<file path="config.mk">
export PLATFORM = sky130hd
export DESIGN_NAME = sec_rtc
export DESIGN_NICKNAME = d
export VERILOG_FILES = /design/src/rtl/sec_rtc_pkg.sv /design/src/rtl/sec_rtc_rst_sync.sv /design/src/rtl/sec_rtc_regif.sv /design/src/rtl/sec_rtc_counter.sv /design/src/rtl/sec_rtc_alarm.sv /design/src/rtl/sec_rtc.sv
export SDC_FILE = /design/constraint.sdc
export NUM_CORES = 1
export LEC_CHECK = 0
export ABC_AREA = 1
export ABC_CLOCK_PERIOD_IN_PS = 3100
export CORE_ASPECT_RATIO = 0.9
export CORE_MARGIN = 2
export CORE_UTILIZATION = 58
export CTS_CLUSTER_DIAMETER = 80
export DETAILED_ROUTE_END_ITERATION = 8
export DONT_BUFFER_PORTS = 1
export GPL_ROUTABILITY_DRIVEN = 0
export PLACE_DENSITY = 0.82
export SLEW_MARGIN = 20
export SYNTH_ARGS = -nofsm -noshare
export SYNTH_HDL_FRONTEND = slang
export SYNTH_SLANG_ARGS = --single-unit
</file>
<file path="constraint.sdc">
create_clock -name clk -period 3.1 [get_ports clk]
set_clock_uncertainty 0.2 [all_clocks]
set_input_delay 0.62 -clock clk [delete_from_list [all_inputs] [get_ports clk]]
set_output_delay 0.62 -clock clk [all_outputs]
set_load 0.01 [all_outputs]
</file>
<file path="src/rtl/sec_rtc_pkg.sv">
package sec_rtc_pkg;

  // word indexes (byte offset >> 2) of the mapped registers
  localparam int unsigned W_COUNT  = 0;
  localparam int unsigned W_MATCH  = 1;
  localparam int unsigned W_LOAD   = 2;
  localparam int unsigned W_CTRL   = 3;
  localparam int unsigned W_MASK   = 4;
  localparam int unsigned W_RAW    = 5;
  localparam int unsigned W_MASKED = 6;
  localparam int unsigned W_CLEAR  = 7;

  localparam int unsigned ID_COUNT = 8;
  localparam int unsigned ID_SEL_W = $clog2(ID_COUNT);

  typedef struct packed {
    logic load;
    logic match;
    logic mask;
    logic clear;
  } wr_strobe_t;

  function automatic logic [7:0] id_byte(input logic [ID_SEL_W-1:0] sel);
    logic [7:0] b;
    case (sel)
      3'd0:    b = 8'h31;
      3'd1:    b = 8'h10;
      3'd2:    b = 8'h14;
      3'd3:    b = 8'h00;
      3'd4:    b = 8'h0D;
      3'd5:    b = 8'hF0;
      3'd6:    b = 8'h05;
      default: b = 8'hB1;
    endcase
    return b;
  endfunction

endpackage

</file>
<file path="src/rtl/sec_rtc_rst_sync.sv">
module sec_rtc_rst_sync #(
  parameter int unsigned STAGES = 2
) (
  input  logic clk,
  input  logic rst_n,
  output logic rst_n_sync
);

  logic [STAGES-1:0] sync_q;
  logic [STAGES-1:0] sync_d;

  always_comb begin
    sync_d = {sync_q[STAGES-2:0], 1'b1};
  end

  always_ff @(posedge clk or negedge rst_n) begin
    if (!rst_n) begin
      sync_q <= '0;
    end else begin
      sync_q <= sync_d;
    end
  end

  assign rst_n_sync = sync_q[STAGES-1];

endmodule

</file>
<file path="src/rtl/sec_rtc_regif.sv">
module sec_rtc_regif
  import sec_rtc_pkg::*;
#(
  parameter int unsigned ADDR_W = 12,
  parameter int unsigned DATA_W = 32
) (
  input  logic              psel,
  input  logic              penable,
  input  logic              pwrite,
  input  logic [ADDR_W-1:0] paddr,
  input  logic [DATA_W-1:0] count_val,
  input  logic [DATA_W-1:0] match_val,
  input  logic [DATA_W-1:0] load_val,
  input  logic              mask_bit,
  input  logic              raw_bit,
  output wr_strobe_t        wr_strb,
  output logic [DATA_W-1:0] prdata
);

  localparam int unsigned WORD_W = ADDR_W - 2;
  localparam int unsigned WIN_LO = 2 + ID_SEL_W;

  logic              wr_acc;
  logic [WORD_W-1:0] word;
  logic              in_id_win;
  logic [ID_SEL_W-1:0] id_sel;

  assign wr_acc    = psel & penable & pwrite;
  assign word      = paddr[ADDR_W-1:2];
  assign in_id_win = &paddr[ADDR_W-1:WIN_LO];
  assign id_sel    = paddr[WIN_LO-1:2];

  always_comb begin
    wr_strb       = '0;
    wr_strb.load  = wr_acc && (int'(word) == W_LOAD);
    wr_strb.match = wr_acc && (int'(word) == W_MATCH);
    wr_strb.mask  = wr_acc && (int'(word) == W_MASK);
    wr_strb.clear = wr_acc && (int'(word) == W_CLEAR);
  end

  always_comb begin
    prdata = '0;
    if (in_id_win) begin
      prdata[7:0] = id_byte(id_sel);
    end else begin
      case (int'(word))
        W_COUNT:  prdata = count_val;
        W_MATCH:  prdata = match_val;
        W_LOAD:   prdata = load_val;
        W_CTRL:   prdata[0] = 1'b1;
        W_MASK:   prdata[0] = mask_bit;
        W_RAW:    prdata[0] = raw_bit;
        W_MASKED: prdata[0] = raw_bit & mask_bit;
        default:  prdata = '0;
      endcase
    end
  end

endmodule

</file>
<file path="src/rtl/sec_rtc_counter.sv">
module sec_rtc_counter #(
  parameter int unsigned DATA_W = 32
) (
  input  logic              clk,
  input  logic              rst_ni,
  input  logic              tick,
  input  logic              load_wr,
  input  logic [DATA_W-1:0] wdata,
  output logic [DATA_W-1:0] count_q,
  output logic [DATA_W-1:0] count_d,
  output logic [DATA_W-1:0] load_q
);

  logic              count_en;
  logic [DATA_W-1:0] load_d;

  always_comb begin
    count_en = load_wr | tick;
    count_d  = count_q;
    if (load_wr) begin
      count_d = wdata;
    end else if (tick) begin
      count_d = count_q + 1'b1;
    end
    load_d = load_wr ? wdata : load_q;
  end

  always_ff @(posedge clk or negedge rst_ni) begin
    if (!rst_ni) begin
      count_q <= '0;
    end else if (count_en) begin
      count_q <= count_d;
    end
  end

  always_ff @(posedge clk or negedge rst_ni) begin
    if (!rst_ni) begin
      load_q <= '0;
    end else if (load_wr) begin
      load_q <= load_d;
    end
  end


  load_wins_chk: assert property (@(posedge clk) disable iff (!rst_ni)
    load_wr |=> (count_q == $past(wdata)));


  tick_step_chk: assert property (@(posedge clk) disable iff (!rst_ni)
    (tick && !load_wr) |=> (count_q == $past(count_q) + 1'b1));


  hold_chk: assert property (@(posedge clk) disable iff (!rst_ni)
    (!tick && !load_wr) |=> $stable(count_q));

endmodule

</file>
<file path="src/rtl/sec_rtc_alarm.sv">
module sec_rtc_alarm #(
  parameter int unsigned DATA_W = 32
) (
  input  logic              clk,
  input  logic              rst_ni,
  input  logic              match_wr,
  input  logic              load_wr,
  input  logic              mask_wr,
  input  logic              clear_wr,
  input  logic [DATA_W-1:0] wdata,
  input  logic [DATA_W-1:0] count_q,
  input  logic [DATA_W-1:0] count_d,
  output logic [DATA_W-1:0] match_q,
  output logic              mask_q,
  output logic              raw_q,
  output logic              irq
);

  logic [DATA_W-1:0] match_d;
  logic              eq_d;
  logic              eq_q;
  logic              retrig;
  logic              set_evt;
  logic              clr_evt;
  logic              raw_d;
  logic              mask_d;

  always_comb begin
    match_d = match_wr ? wdata : match_q;
    eq_d    = (count_d == match_d);
    retrig  = match_wr | load_wr;
    set_evt = eq_d & (~eq_q | retrig);
    clr_evt = clear_wr & wdata[0];
    raw_d   = set_evt | (raw_q & ~clr_evt);
    mask_d  = mask_wr ? wdata[0] : mask_q;
  end

  always_ff @(posedge clk or negedge rst_ni) begin
    if (!rst_ni) begin
      match_q <= '0;
    end else if (match_wr) begin
      match_q <= match_d;
    end
  end

  // reset state has count == match, so the tracker starts as equal
  always_ff @(posedge clk or negedge rst_ni) begin
    if (!rst_ni) begin
      eq_q  <= 1'b1;
      raw_q <= 1'b0;
    end else begin
      eq_q  <= eq_d;
      raw_q <= raw_d;
    end
  end

  always_ff @(posedge clk or negedge rst_ni) begin
    if (!rst_ni) begin
      mask_q <= 1'b0;
    end else if (mask_wr) begin
      mask_q <= mask_d;
    end
  end

  assign irq = raw_q & mask_q;


  entry_sets_chk: assert property (@(posedge clk) disable iff (!rst_ni)
    ((count_d == match_d) && (count_q != match_q)) |=> raw_q);


  no_reentry_chk: assert property (@(posedge clk) disable iff (!rst_ni)
    (clear_wr && wdata[0] && !match_wr && !load_wr && (count_q == match_q)) |=> !raw_q);


  raw_sticky_chk: assert property (@(posedge clk) disable iff (!rst_ni)
    (raw_q && !clear_wr) |=> raw_q);


  mask_bit0_chk: assert property (@(posedge clk) disable iff (!rst_ni)
    mask_wr |=> (mask_q == $past(wdata[0])));

endmodule

</file>
<file path="src/rtl/sec_rtc.sv">
module sec_rtc
  import sec_rtc_pkg::*;
#(
  parameter int unsigned ADDR_W = 12,
  parameter int unsigned DATA_W = 32
) (
  input  logic              clk,
  input  logic              rst_n,
  input  logic              tick,
  input  logic              psel,
  input  logic              penable,
  input  logic              pwrite,
  input  logic [ADDR_W-1:0] paddr,
  input  logic [DATA_W-1:0] pwdata,
  output logic [DATA_W-1:0] prdata,
  output logic              irq
);

  logic              rst_ni;
  wr_strobe_t        strb;
  logic [DATA_W-1:0] count_q;
  logic [DATA_W-1:0] count_d;
  logic [DATA_W-1:0] load_q;
  logic [DATA_W-1:0] match_q;
  logic              mask_q;
  logic              raw_q;

  sec_rtc_rst_sync #(.STAGES(2)) u_rst (
    .clk        (clk),
    .rst_n      (rst_n),
    .rst_n_sync (rst_ni)
  );

  sec_rtc_regif #(.ADDR_W(ADDR_W), .DATA_W(DATA_W)) u_regif (
    .psel      (psel),
    .penable   (penable),
    .pwrite    (pwrite),
    .paddr     (paddr),
    .count_val (count_q),
    .match_val (match_q),
    .load_val  (load_q),
    .mask_bit  (mask_q),
    .raw_bit   (raw_q),
    .wr_strb   (strb),
    .prdata    (prdata)
  );

  sec_rtc_counter #(.DATA_W(DATA_W)) u_counter (
    .clk     (clk),
    .rst_ni  (rst_ni),
    .tick    (tick),
    .load_wr (strb.load),
    .wdata   (pwdata),
    .count_q (count_q),
    .count_d (count_d),
    .load_q  (load_q)
  );

  sec_rtc_alarm #(.DATA_W(DATA_W)) u_alarm (
    .clk      (clk),
    .rst_ni   (rst_ni),
    .match_wr (strb.match),
    .load_wr  (strb.load),
    .mask_wr  (strb.mask),
    .clear_wr (strb.clear),
    .wdata    (pwdata),
    .count_q  (count_q),
    .count_d  (count_d),
    .match_q  (match_q),
    .mask_q   (mask_q),
    .raw_q    (raw_q),
    .irq      (irq)
  );

endmodule

</file>
==> results.sh <==
export IMPL_synth_top_area_share_pct=39.5
export IMPL_synthAdderAreaFrac_pct=0.198
export IMPL_swShare_pct=31.5
export IMPL_start_kind="primary input"
export IMPL_slew_viol_final=0
export IMPL_die_w_um=114
export IMPL_max_stage_delay_ns=0.32
export IMPL_hpwl_um=12800
export IMPL_fin_nets=988
export IMPL_synth_compound_area_share_pct=12.2
export IMPL_cts_made_buffers=9
export IMPL_finish_instance_area_um2=6900
export IMPL_ys_warn_count=0
export IMPL_core_area_um2=10700
export IMPL_tns_ns=0
export IMPL_synthArstFlopShare_pct=100
export IMPL_max_slew_margin_pct=57.2
export IMPL_hold_start="u_rst.sync_q[0]"
export IMPL_drt_total_wl_um=16900
export IMPL_first_pass_iters=5
export IMPL_worst_ir_drop_vdd_mv=0.374
export IMPL_tightest_slew_ns=0.637
export IMPL_muxShareOfSynthArea_pct=0
export IMPL_internal_power_uw=2330
export IMPL_slowest_stage="a2111oi_0"
export IMPL_crit_type="primary input to output pin"
export IMPL_holdPathEnd="u_rst.sync_q[1]"
export IMPL_yosysSeqAreaShare_pct=39.9
export IMPL_cts_tree="done"
export IMPL_pin_count=83
export IMPL_clock_root_buffer="clkbuf_16"
export IMPL_synthFlopType="dfrtp_1"
export IMPL_postRouteAntennaNets=0
export IMPL_synth_edf_count=0
export IMPL_yosys_area_share_simple_pct=35.9
export IMPL_synth_most_common_cell="nand2_1"
export IMPL_clk_latency_ns=0.35
export IMPL_p_leak_uw=0.00360
export IMPL_min_period_ns=2.88
export IMPL_grt_pass1_vias=5607
export IMPL_antenna_found_initial=0
export IMPL_synth_area_leader_cell="dfrtp_1"
export IMPL_gr_total_overflow=0
export IMPL_reg2reg_slack_ns=0.23
export IMPL_postSynthAreaPerCell_um2=6.81
export IMPL_drt_iter0_drc=417
export IMPL_r2r_end="u_alarm.raw_q"
export IMPL_synth_top_cells_by_count="nand2_1 (329), inv_1 (131), dfrtp_1 (100)"
export IMPL_clock_path_buffers=2
export IMPL_switchingPower_uw=1070
export IMPL_reg2reg_from="u_counter.count_q[1]"
export IMPL_p_per_area_nw_per_um2=492
export IMPL_cts_resized=0
export IMPL_rsz0062_at_grt="false"
export IMPL_numPortBuffers=0
export IMPL_grt_max_degree=52
export IMPL_outcome="finished, final reports clean"
export IMPL_num_rows=36
export IMPL_crit_fanout=5
export IMPL_power_frac_seq_pct=44.7
export IMPL_synth_net_count=980
export IMPL_cp_end_kind="output pin"
export IMPL_grt_pass1_wl_um=27300
export IMPL_worst_r2r_path_depth=15
export IMPL_finish_utilization_pct=64.3
export IMPL_cap_violations=0
export IMPL_die_h_um=103
export IMPL_hold_viol=0
export IMPL_holdWs_ns=0.154
export IMPL_required_ns=2.28
export IMPL_die_area_um2=11800
export IMPL_crit_arrival_ns=2.06
export IMPL_crit_top_cell="nand2_1"
export IMPL_worstHoldPathCells=0
export IMPL_synth_top_family_by_area="simple AND/OR/NAND/NOR gates"
export IMPL_syn2layout_area_growth_pct=8.93
export IMPL_period_share_pct=92.8
export IMPL_post_dp_cell_area_um2=6580
export IMPL_hold_class="flip-flop to flip-flop"
export IMPL_synthXorXnorAreaFrac_pct=0.553
export IMPL_htreeDepth=3
export IMPL_synth_area_um2=6330
export IMPL_drive_gt1_share_pct=8.39
export IMPL_route_detailed_drc=0
export IMPL_clkPwrFrac_pct=35.2
export IMPL_clock_sinks=101
export IMPL_wl_per_cell_um=15.7
export IMPL_path_clk_slew_ns=0.06
export IMPL_synth_cells=929
export IMPL_crit_path_cell_trace="inv_1 -> nand2_1 -> nor2_2 -> buf_4 -> nand2_1 -> inv_1 -> nand2_1 -> nand3_1 -> a2111oi_0 -> o21ai_0"
export IMPL_p_total_uw=3390
export IMPL_grt_total_usage_pct=30.0
export IMPL_setup_viol=0
export IMPL_synthTopCellsByArea="dfrtp_1 (40%), nand2_1 (20%), inv_1 (7.8%)"
export IMPL_vias_per_cell=5.64
export IMPL_synth_seq_cells=101
export IMPL_pwr_share_comb_pct=20.0
export IMPL_num_antenna_cells=0
export IMPL_synth_cell_type_count=37
export IMPL_timing_fmax_ghz=0.347
export IMPL_start_util_pct=59.1
export IMPL_vias=6060
state kept, by name, indices dropped and copies added (netlist names):
name and cells:
u_alarm.eq_q 1, u_alarm.mask_q 1, u_alarm.match_q 32, u_alarm.raw_q 1
u_counter.count_q 32, u_counter.load_q 32, u_rst.sync_q 2
power groups by stage:
stage	clock (uW)	sequential [uW]	combinational (uW)
2_1_floorplan	0	1520	501
3_3_place_gp	0	1540	645
3_5_place_dp	0	1540	659
4_1_cts	1200	1520	668
5_1_grt	1250	1530	782
6_report	1200	1520	680
layout make-up:
type / instances / area (um2)
clock buffers: 12 / 236
clock inverters: 4 / 72.6
fillers: 945 / 3820
inverters: 141 / 529
multi-input cells: 661 / 3100
flip-flops and latches: 101 / 2530
well taps: 133 / 166
repair buffers: 23 / 263
cells in the final DEF (no fill, tap or decap), drive strengths merged, types with 4 or more instances in the layout:
cell / synthesis / routed
nand2: 344 / 344
inv: 138 / 138
dfrtp: 100 / 100
nand3: 93 / 93
nor2: 75 / 75
o21ai: 69 / 69
o221ai: 22 / 22
buf: 14 / 22
nand4: 15 / 15
clkbuf: 12 / 12
a21oi: 8 / 8
o21bai: 7 / 7
nor3: 5 / 5
o211ai: 4 / 4
o22ai: 4 / 4
xor2: 4 / 4
clkinv: 3 / 4
stage by stage:
step	setup WS, ns	cells
6_report	0.222	1075
5_1_grt	0.0274	1075
4_1_cts	0.164	1075
3_5_place_dp	0.183	1058
3_3_place_gp	0.171	1058
2_1_floorplan	0.338	929
per-layer routing:
metal	global-route usage, %	wire length [um]	up-vias
li1	-	-	2995
met1	42.7	7310	2757
met2	46.2	7380	276
met3	6.94	1800	32
met4	8.72	361	0
met5	0	0	-
critical path, delay by kind of cell:
| family | cells | cell delay (ns) |
|---|---|---|
| compound gates | 2 | 0.58 |
| buf+inv | 3 | 0.32 |
| simple gates | 5 | 0.55 |
logic make-up (layout without fill, tap and decap cells):
group | after synthesis | count (layout)
AO/OA/AOI/OAI | 120 | 120
XOR/XNOR | 4 | 4
adder cells (fa/ha/maj) | 1 | 1
buffers and inverters | 167 | 180
flip-flops | 101 | 101
other | 1 | 1
AND/OR/NAND/NOR | 535 | 535
timing repair:
| item | in CTS | in global routing |
|---|---|---|
| hold buffers | 1 | 0 |
| endpoints found under the hold margin | 2 | 0 |
| setup buffers | 0 | 0 |
worst max-delay path by stage:
stage	start	endpoint	slack [ns]	depth (start not counted)
global placement	paddr[11]	prdata[0]	0.17	10
global route	u_counter.count_q[0]	u_alarm.raw_q	0.03	15
finish	paddr[11]	prdata[0]	0.22	10
floorplan	paddr[7]	prdata[1]	0.34	8
CTS	paddr[11]	prdata[0]	0.16	10
detailed placement	paddr[11]	prdata[0]	0.18	10
Note: power is estimated with default switching activity, not from simulation.
